### src/rtl/lpmc_pkg.sv
package lpmc_pkg;

  typedef enum logic [2:0] {
    MD_RUN  = 3'd0,
    MD_WAIT = 3'd1,
    MD_STOP = 3'd2,
    MD_VLPR = 3'd3,
    MD_VLPW = 3'd4
  } mode_e;

  function automatic logic is_low_reg(input mode_e m);
    return (m == MD_VLPR) || (m == MD_VLPW);
  endfunction

  function automatic logic is_wait(input mode_e m);
    return (m == MD_WAIT) || (m == MD_VLPW);
  endfunction

endpackage

### src/rtl/lpmc_wake.sv
module lpmc_wake #(
  parameter int NUM_IRQ = 8
) (
  input  logic [NUM_IRQ-1:0] irq_pending,
  input  logic [NUM_IRQ-1:0] irq_enable,
  output logic               wake
);

  logic [NUM_IRQ-1:0] qual;

  generate
    for (genvar i = 0; i < NUM_IRQ; i++) begin : g_qual
      assign qual[i] = irq_pending[i] & irq_enable[i];
    end
  endgenerate

  assign wake = |qual;

endmodule

### src/rtl/lpmc_fsm.sv
module lpmc_fsm
  import lpmc_pkg::*;
(
  input  logic  clk,
  input  logic  rst,
  input  logic  stop_pulse,
  input  logic  deep_sleep,
  input  logic  vlp_request,
  input  logic  wake_full,
  input  logic  wake,
  input  logic  secured,
  input  logic  dbg_enable,
  input  logic  dbg_arm,
  output mode_e nxt_mode,
  output logic  nxt_exit,
  output logic  nxt_arm
);

  mode_e cur_mode;
  logic  exit_q;
  logic  arm_q;
  logic  stop_ok;
  logic  arm_now;

  assign stop_ok = stop_pulse & ~wake;
  assign arm_now = ~secured & dbg_enable & dbg_arm;

  always_comb begin
    nxt_mode = cur_mode;
    nxt_exit = 1'b0;
    nxt_arm  = arm_q;
    if (exit_q) begin
      nxt_mode = MD_RUN;
    end else begin
      unique case (cur_mode)
        MD_RUN: begin
          if (stop_ok) begin
            nxt_mode = deep_sleep ? MD_STOP : MD_WAIT;
            nxt_arm  = arm_now;
          end else if (vlp_request && !stop_pulse) begin
            nxt_mode = MD_VLPR;
          end
        end
        MD_VLPR: begin
          if (stop_ok && !deep_sleep) begin
            nxt_mode = MD_VLPW;
            nxt_arm  = arm_now;
          end else if (!stop_pulse && !vlp_request) begin
            nxt_exit = 1'b1;
          end
        end
        MD_WAIT, MD_STOP: begin
          if (wake) nxt_mode = MD_RUN;
        end
        MD_VLPW: begin
          if (wake) begin
            if (wake_full) nxt_exit = 1'b1;
            else           nxt_mode = MD_VLPR;
          end
        end
        default: nxt_mode = MD_RUN;
      endcase
    end
  end

  always_ff @(posedge clk) begin
    if (rst) begin
      cur_mode <= MD_RUN;
      exit_q   <= 1'b0;
      arm_q    <= 1'b0;
    end else begin
      cur_mode <= nxt_mode;
      exit_q   <= nxt_exit;
      arm_q    <= nxt_arm;
    end
  end

  AST_STOP_WAKE_CLASH: assert property (@(posedge clk) disable iff (rst)
    (cur_mode == MD_RUN && !exit_q && stop_pulse && wake) |=> (cur_mode == MD_RUN));
  AST_WAIT_WAKE: assert property (@(posedge clk) disable iff (rst)
    ((cur_mode == MD_WAIT || cur_mode == MD_STOP) && wake) |=> (cur_mode == MD_RUN));
  AST_VLPW_DEEP_IGNORED: assert property (@(posedge clk) disable iff (rst)
    (cur_mode == MD_VLPR && !exit_q && stop_pulse && deep_sleep) |=> (cur_mode == MD_VLPR));

endmodule

### src/rtl/lpmc_outreg.sv
module lpmc_outreg
  import lpmc_pkg::*;
#(
  parameter int                 NUM_PERIPH = 8,
  parameter logic [NUM_PERIPH-1:0] ALWAYS_ON = 1
) (
  input  logic                  clk,
  input  logic                  rst,
  input  mode_e                 nxt_mode,
  input  logic                  nxt_exit,
  input  logic                  nxt_arm,
  input  logic [NUM_PERIPH-1:0] gate_mask,
  input  logic                  secured,
  input  logic                  dbg_enable,
  output logic [2:0]            mode_status,
  output logic [NUM_PERIPH-1:0] periph_clk_en,
  output logic                  reg_low,
  output logic                  dbg_allowed
);

  logic dbg_nxt;
  logic in_stop;

  assign in_stop = (nxt_mode == MD_STOP);

  always_comb begin
    if (in_stop)               dbg_nxt = 1'b0;
    else if (is_wait(nxt_mode)) dbg_nxt = nxt_arm & ~secured & dbg_enable;
    else                       dbg_nxt = ~secured & dbg_enable;
  end

  generate
    for (genvar i = 0; i < NUM_PERIPH; i++) begin : g_clk
      always_ff @(posedge clk) begin
        if (rst)          periph_clk_en[i] <= 1'b0;
        else if (in_stop) periph_clk_en[i] <= gate_mask[i] & ALWAYS_ON[i];
        else              periph_clk_en[i] <= gate_mask[i];
      end
    end
  endgenerate

  always_ff @(posedge clk) begin
    if (rst) begin
      mode_status <= 3'd0;
      reg_low     <= 1'b0;
      dbg_allowed <= 1'b0;
    end else begin
      mode_status <= nxt_mode;
      reg_low     <= is_low_reg(nxt_mode) & ~nxt_exit;
      dbg_allowed <= dbg_nxt;
    end
  end

  AST_RESET_STATE: assert property (@(posedge clk)
    rst |=> (mode_status == 3'd0 && periph_clk_en == '0 && !reg_low && !dbg_allowed));
  AST_STATUS_RANGE: assert property (@(posedge clk) disable iff (rst)
    mode_status <= 3'd4);
  AST_STOP_CLOCKS: assert property (@(posedge clk) disable iff (rst)
    (mode_status == 3'd2) |-> ((periph_clk_en & ~ALWAYS_ON) == '0));
  AST_EXIT_ORDER: assert property (@(posedge clk) disable iff (rst)
    (mode_status == 3'd4 && !reg_low) |=> (mode_status == 3'd0));
  AST_VLPR_EXIT_ORDER: assert property (@(posedge clk) disable iff (rst)
    (mode_status == 3'd3 && !reg_low) |=> (mode_status == 3'd0));
  AST_STOP_NO_DEBUG: assert property (@(posedge clk) disable iff (rst)
    (mode_status == 3'd2) |-> !dbg_allowed);

endmodule

### src/rtl/lpmc_top.sv
module lpmc_top
  import lpmc_pkg::*;
#(
  parameter int                    NUM_IRQ    = 8,
  parameter int                    NUM_PERIPH = 8,
  parameter logic [NUM_PERIPH-1:0] ALWAYS_ON  = 1
) (
  input  logic                  clk,
  input  logic                  rst,
  input  logic                  stop_pulse,
  input  logic                  deep_sleep,
  input  logic                  vlp_request,
  input  logic                  wake_full,
  input  logic [NUM_IRQ-1:0]    irq_pending,
  input  logic [NUM_IRQ-1:0]    irq_enable,
  input  logic [NUM_PERIPH-1:0] gate_mask,
  input  logic                  secured,
  input  logic                  dbg_enable,
  input  logic                  dbg_arm,
  output logic [2:0]            mode_status,
  output logic [NUM_PERIPH-1:0] periph_clk_en,
  output logic                  reg_low,
  output logic                  dbg_allowed
);

  logic  wake;
  mode_e nxt_mode;
  logic  nxt_exit;
  logic  nxt_arm;

  lpmc_wake #(.NUM_IRQ(NUM_IRQ)) u_wake (
    .irq_pending (irq_pending),
    .irq_enable  (irq_enable),
    .wake        (wake)
  );

  lpmc_fsm u_fsm (
    .clk         (clk),
    .rst         (rst),
    .stop_pulse  (stop_pulse),
    .deep_sleep  (deep_sleep),
    .vlp_request (vlp_request),
    .wake_full   (wake_full),
    .wake        (wake),
    .secured     (secured),
    .dbg_enable  (dbg_enable),
    .dbg_arm     (dbg_arm),
    .nxt_mode    (nxt_mode),
    .nxt_exit    (nxt_exit),
    .nxt_arm     (nxt_arm)
  );

  lpmc_outreg #(.NUM_PERIPH(NUM_PERIPH), .ALWAYS_ON(ALWAYS_ON)) u_out (
    .clk           (clk),
    .rst           (rst),
    .nxt_mode      (nxt_mode),
    .nxt_exit      (nxt_exit),
    .nxt_arm       (nxt_arm),
    .gate_mask     (gate_mask),
    .secured       (secured),
    .dbg_enable    (dbg_enable),
    .mode_status   (mode_status),
    .periph_clk_en (periph_clk_en),
    .reg_low       (reg_low),
    .dbg_allowed   (dbg_allowed)
  );

endmodule

### config.mk
export PLATFORM = sky130hd
export DESIGN_NAME = lpmc_top
export DESIGN_NICKNAME = d
export VERILOG_FILES = /design/src/rtl/lpmc_pkg.sv /design/src/rtl/lpmc_wake.sv /design/src/rtl/lpmc_fsm.sv /design/src/rtl/lpmc_outreg.sv /design/src/rtl/lpmc_top.sv
export SDC_FILE = /design/constraint.sdc
export NUM_CORES = 1
export LEC_CHECK = 0
export ABC_AREA = 1
export ABC_CLOCK_PERIOD_IN_PS = 1600
export BUFFER_PORTS_ARGS = -buffer_cell sky130_fd_sc_hd__buf_2
export CORE_MARGIN = 4
export CORE_UTILIZATION = 40
export DETAILED_ROUTE_END_ITERATION = 8
export PLACE_DENSITY = 0.71
export RECOVER_POWER = 25
export SLEW_MARGIN = 20
export SYNTH_ARGS = -nofsm -noshare
export SYNTH_HDL_FRONTEND = slang
export SYNTH_SLANG_ARGS = --single-unit
### constraint.sdc
create_clock -name clk -period 1.6 [get_ports clk]
set_input_delay 0.32 -clock clk [delete_from_list [all_inputs] [get_ports clk]]
set_output_delay 0.32 -clock clk [all_outputs]
set_load 0.005 [all_outputs]
# After elaboration in Yosys (flattened, before gate mapping)
# Cells that the tools add are included.
totals:
  reg_bits: 15
  latchBits: 0
  ram_bits: 0
  mem_bits_ro: 0
  inputBits: 33
  out_inout_bits: 13
  elab_cells: 70
  memories: 0
classes:
  add_sub_neg: 0
  n_mul: 0
  div_mod_pow: 0
  magnitude_cmp: 0
  eq_ne: 8
  shifts: 0
  n_mux: 20
  n_bitwise: 17
  reduce_logical: 12
ops:
  columns: ["op", "n"]
  rows:
  - ["$mux W3", 7]
  - ["$and A1 B1 Y1", 14]
  - ["$eq A3 B2 Y1 const B", 4]
  - ["$pmux W3 S4", 1]
  - ["$mux W1", 9]
  - ["$reduce_or A8 Y1", 1]
  - ["$eq A3 B1 Y1 const B", 2]
  - ["$eq A3 B3 Y1 const B", 2]
  - ["$pmux W1 S2", 2]
  - ["$reduce_or A2 Y1", 2]
  - ["$logic_and A1 B1 Y1", 3]
  - ["$logic_not A1 Y1", 3]
  - ["$logic_not A3 Y1", 1]
  - ["$not A1 Y1", 3]
  - ["$logic_or A1 B1 Y1", 2]
  - ["$mux W2", 1]

# Longest topological paths before layout
logic_depth:
  word_depth: 11
  depth_mapped: 13
  ltp_nobuf: 13

# Cells and area by module
# A second synthesis with hierarchy kept.
unflattened:
  hier_cells: 139
  hier_area_um2: 895.9
by_module_without_submodules:
  columns: ["module", "instances", "cells_each", "area_each_um2", "seq_area_each_um2"]
  rows:
  - ["lpmc_fsm", 1, 73, 421.7, 100.1]
  - ["lpmc_outreg", 1, 51, 417.9, 260.2]
  - ["lpmc_wake", 1, 15, 56.3, 0.0]

# Worst setup path after synthesis
# No wires, ideal clock.
synth_path:
  kind: "input to register"
  startpoint: "input port irq_pending[1]"
  endpoint: "register u_out.periph_clk_en[1]"
  setup_ps: 113
  arrival_time_ps: 1330
  required_time_ps: 1487
  setup_slack_ps: 157
  cell_stages: 12
  path_buffers: 0
  cell_sequence: "nand2_1 nand2_2 nor2_4 nand3_2 nand2_1 nand2_1 nor2_2 nor2_2 nor2_2 nand2_2 nand2_4 nor2_2"
synth_between:
  elab_chain_cells: 10
  word_cells_on_any_way: 13
  classes_between: "eq/ne: 1; mux: 6; bitwise: 3; reduce/logical: 3"
synth_lines:
  columns: ["element", "line_no", "text"]
  rows:
  - ["start: declaration", "lpmc_top.sv:14", "input logic [NUM_IRQ-1:0] irq_pending,"]
  - ["$and A1 B1 Y1 (*)", "lpmc_wake.sv:13", "assign qual[i] = irq_pending[i] & irq_enable[i];"]
  - ["$reduce_or A8 Y1 (*)", "lpmc_wake.sv:17", "assign wake = |qual;"]
  - ["$not A1 Y1", "lpmc_fsm.sv:25", "assign stop_ok = stop_pulse & ~wake;"]
  - ["$and A1 B1 Y1", "lpmc_fsm.sv:25", null]
  - ["$logic_and A1 B1 Y1", "lpmc_fsm.sv:45", "if (stop_ok && !deep_sleep) begin"]
  - ["$mux W3", "lpmc_fsm.sv:45", null]
  - ["$pmux W3 S4 (*)", "lpmc_fsm.sv:35", "unique case (cur_mode)"]
  - ["$mux W3 (*)", "lpmc_fsm.sv:32", "if (exit_q) begin"]
  - ["$eq A3 B2 Y1 (*)", "lpmc_outreg.sv:24", "assign in_stop = (nxt_mode == MD_STOP);"]
  - ["$reduce_or A2 Y1 (no source line) (*)", null, null]
  - ["end signal: indexed assignment", "lpmc_outreg.sv:36", "else if (in_stop) periph_clk_en[i] <= gate_mask[i] & ALWAYS_ON[i];"]
  - ["end signal: indexed assignment", "lpmc_outreg.sv:37", "else periph_clk_en[i] <= gate_mask[i];"]
  - ["end: declaration", "lpmc_outreg.sv:16", "output logic [NUM_PERIPH-1:0] periph_clk_en,"]
# Every way passes the cells marked *; elsewhere a longest branch is shown, timed or not.
# A chain may end at the register's enable or synchronous reset.

# Final worst setup path
layout_path:
  startpoint: "register u_fsm.cur_mode[0]"
  endpoint: "register u_out.periph_clk_en[3]"
layout_between:
  elab_chain_cells: 6
  word_cells_on_any_way: 16
  classes_between: "eq/ne: 5; mux: 8; reduce/logical: 3"
layout_lines:
  columns: ["element", "line_no", "text"]
  rows:
  - ["start: declaration", "lpmc_fsm.sv:19", "mode_e cur_mode;"]
  - ["start signal: assignment", "lpmc_fsm.sv:72", "cur_mode <= nxt_mode;"]
  - ["$eq A3 B1 Y1 (tied with other cells)", "lpmc_fsm.sv:35", null]
  - ["$reduce_or A2 Y1 (tied with other cells)", "lpmc_fsm.sv:35", null]
  - ["$pmux W3 S4 (*)", "lpmc_fsm.sv:35", null]
  - ["$mux W3 (*)", "lpmc_fsm.sv:32", null]
  - ["$eq A3 B2 Y1 (*)", "lpmc_outreg.sv:24", null]
  - ["$reduce_or A2 Y1 (no source line) (*)", null, null]
# Marks and branches as above.

==> out/qor.txt <==
=================================================================================
Result of the run                                                       completed
Synth Cell Area                                                         829.5 µm²
DRC violation count after routing                                               0
Aggregate negative setup slack                                               0 ns
Critical path arrival                                                     1.65 ns
Measured slew at the worst slew-check pin                               0.3254 ns
Final HPWL DP                                                            1.630 mm
Global router's overall resource usage                                     13.77%
Cell-internal power                                                     0.6333 mW
Number of nets with antenna violations after routing                            0
Gate family responsible for the most delay along the worst path      simple AND/OR/NAND/NOR gates
Global-route wire length before repair                                   3.008 mm
Largest net degree at the start of global routing                               9
CTS Root Cell                                                        sky130_fd_sc_hd__clkbuf_4
Sort of element at the end of the critical path                         flip-flop
Antenna violations before repair                                                0
Post-DR vias/cell                                                           4.610
Kind of start point of the critical path                                flip-flop
Number of enable flip-flop cells after synthesis                                0
Max_cap viols                                                                   0
Endpoint required time on the critical path                               1.77 ns
Drt initial violations                                                          8
Highest clock frequency the design can meet                             675.1 MHz
I/O pin total                                                                  46
Final min period                                                         1.481 ns
Final global-route overflow total                                               0
Primary FF master, synth                                             sky130_fd_sc_hd__dfxtp_1
Register share of total power                                               46.4%
Placeable core region                                                0.001962 mm²
Sequential cell area fraction in the yosys report                          36.20%
Buffer count from post-CTS setup fixing                                         0
Yosys top cell by area                                               sky130_fd_sc_hd__dfxtp_1
Ordered list of cells on the worst path                              inv_2 > nand2_2 > nor2_4 > nand3_2 > nand2_1 > clkinv_1 > nand2_2 > nor2_2 > nor2_2 > nand2_2 > nand2_4 > nor2_2
Post-synth top area share                                                  36.20%
Highest cell delay on the worst timing path                               0.37 ns
Flip-flop and latch count after synthesis                                      15
H-tree lvl count                                                                1
Fraction of synthesis flops using an asynchronous set or reset pin             0%
Class of the worst hold path                                         input pin to flip-flop
Pre-antenna DRT Iters                                                           7
Width of the die                                                         53.54 µm
P_sw                                                                    0.2971 mW
Setup violations, final                                                         0
Headroom to the max-slew limit                                             78.31%
Skew final                                                            0.002159 ns
Register-to-Register Setup Slack                                          0.12 ns
Final design utilization                                                   57.91%
Category of the most critical setup path                             flip-flop to flip-flop
Critical path buffer and inverter count                                         2
Area growth, synth to finish                                               36.95%
Final wirelength                                                         2.000 mm
Clock tree from TritonCTS                                                     yes
Routability congestion estimate from global placement                      0.8835
Max-slew violation count                                                        0
Hold Vio Cnt, Final                                                             0
Height of the die                                                        53.54 µm
Total power density per cell area                                    819.0 mW/mm²
Top library cells by usage in the layout, fill and taps aside        sky130_fd_sc_hd__buf_2, sky130_fd_sc_hd__nand2_1, sky130_fd_sc_hd__inv_1, sky130_fd_sc_hd__dfxtp_1
Worst skew pair latency                                                   0.27 ns
Maximum vdd drop                                                        0.6226 mV
Avg Inst Size Synth                                                     6.744 µm²
Max Root-Sink Buffers                                                           2
Number of I/O port buffers                                                     45
Clock network fraction of total power                                       21.6%
Number of clock sinks seen by CTS                                              15
Final routed wire length divided by cell count                           10.00 µm
Number of warnings printed during yosys synthesis                               0
Worst-path clk slew                                                       0.08 ns
Site row count                                                                 16
Post-CTS Hold Fix Bufs                                                          0
Gate count after technology mapping                                           123
Layout cells sized above 1                                                 43.35%
Number of nets produced by synthesis                                          156
Synth unique cells                                                             17
Cell type of the slowest stage on the worst timing path              sky130_fd_sc_hd__dfxtp_4
Vias in the first global route                                                774
Worst Path Max Fanout                                                           7
Fin nets                                                                      207
Leading cell type in the layout, fill and taps excluded              sky130_fd_sc_hd__buf_2
Floorplan die area                                                   0.002867 mm²
Share of the clock period used by the worst path after layout              92.58%
Switching part of the total                                                31.93%
Initial core utilization                                                   42.28%
Static leakage                                                          0.6242 nW
Area contributors post-synth                                         sky130_fd_sc_hd__dfxtp_1, sky130_fd_sc_hd__nand2_1, sky130_fd_sc_hd__inv_1
Num CTS Buffers                                                                 3
Comb pwr share                                                              32.0%
Number of antenna repair diodes                                                 0
Vias                                                                          922
=================================================================================
==> per-stage QoR <==
| stage | total power [mW] | instances | hold slack [ns] | cell area, µm² | setup slack, ns |
|---|---|---|---|---|---|
| after CTS | 0.9258 | 200 | 0.2468 | 1122 | 0.06395 |
| after detailed placement | 0.7252 | 196 | 0.4636 | 1096 | -0.08124 |
| after global placement | 0.7168 | 196 | 0.4747 | 1096 | -0.03684 |
| after floorplan | 0.6125 | 123 | 0.3912 | 829.5 | 0.1572 |
| final | 0.9304 | 200 | 0.2499 | 1136 | 0.1187 |
| after global routing | 0.9993 | 200 | 0.2596 | 1136 | -0.01689 |
==> power by group through the flow <==
stage          clock network (mW)  logic [mW]  registers (mW)
6_report                    0.201       0.297           0.432
2_1_floorplan                   0       0.173           0.439
3_5_place_dp                    0       0.289           0.436
3_3_place_gp                    0       0.282           0.435
4_1_cts                     0.208       0.291           0.428
5_1_grt                     0.224       0.337           0.438
==> synth_stat cells (2+ instances only) <==
library cell and count:
sky130_fd_sc_hd__a21oi_1 4, sky130_fd_sc_hd__dfxtp_1 15, sky130_fd_sc_hd__inv_1 22, sky130_fd_sc_hd__nand2_1 27
sky130_fd_sc_hd__nand2_2 6, sky130_fd_sc_hd__nand3_1 11, sky130_fd_sc_hd__nand3_2 2, sky130_fd_sc_hd__nand4_1 3
sky130_fd_sc_hd__nor2_1 10, sky130_fd_sc_hd__nor2_2 10, sky130_fd_sc_hd__nor2_4 3, sky130_fd_sc_hd__nor3_1 4
sky130_fd_sc_hd__o21ai_0 2
==> state kept, by name, indices dropped and copies added, names as in the netlist <==
name	cells
u_fsm.arm_q	1
u_fsm.cur_mode	3
u_fsm.exit_q	1
u_out.dbg_allowed	1
u_out.periph_clk_en	8
u_out.reg_low	1
==> path summary, 6_finish.rpt <==
path | endpoint | cells after the start | start
worst min-delay path | u_out.periph_clk_en[0]$_SDFF_PP0_ | 3 | gate_mask[0]
worst max register to register | u_out.periph_clk_en[3]$_SDFF_PP0_ | 12 | u_fsm.cur_mode[0]$_SDFF_PP0_
worst min register to register | u_fsm.cur_mode[1]$_SDFF_PP0_ | 1 | u_fsm.exit_q$_SDFF_PP0_
worst max-delay path | u_out.periph_clk_en[3]$_SDFF_PP0_ | 12 | u_fsm.cur_mode[0]$_SDFF_PP0_
==> kinds of logic (layout without fill, tap and decap cells) <==
group / Yosys count / in the layout / share of synthesized area [%]
compound gates: 7 / 7 / 4.525
buf+inv: 23 / 73 / 10.41
flops: 15 / 15 / 36.20
simple gates: 78 / 78 / 48.87
==> what timing repair did <==
| item | 4_1_cts | 5_1_grt |
|---|---|---|
| endpoints found under the hold margin | 0 | 0 |
| setup endpoints to repair | 0 | 10 |
| gates resized for setup | 0 | 10 |
==> worst min-delay path, delay by kind of cell <==
family	cells	cell delay, ns
buffers and inverters	2	0.13
and+or+nand+nor	1	0.03
==> layer usage <==
| metal | GRT usage (%) | part of all wire, % | vias to the layer above | routed length [µm] |
|---|---|---|---|---|
| li1 | - | - | 483 | - |
| met2 | 23.67 | 51 | 43 | 1011 |
| met3 | 2.770 | 9.3 | 0 | 186 |
| met5 | 0 | 0 | - | 0 |
| met1 | 17.34 | 40 | 396 | 802 |
| met4 | 3.830 | 0 | 0 | 0 |
==> final cells by class <==
class	instances	area [µm²]
fillers	217	825.8
multi-input cells	85	455.4
flip-flops and latches	15	306.5
repair buffers	46	227.7
inverters	23	86.33
well taps	27	33.78
clock buffers	4	26.28
No activity file was read; power rests on OpenSTA's default activity.
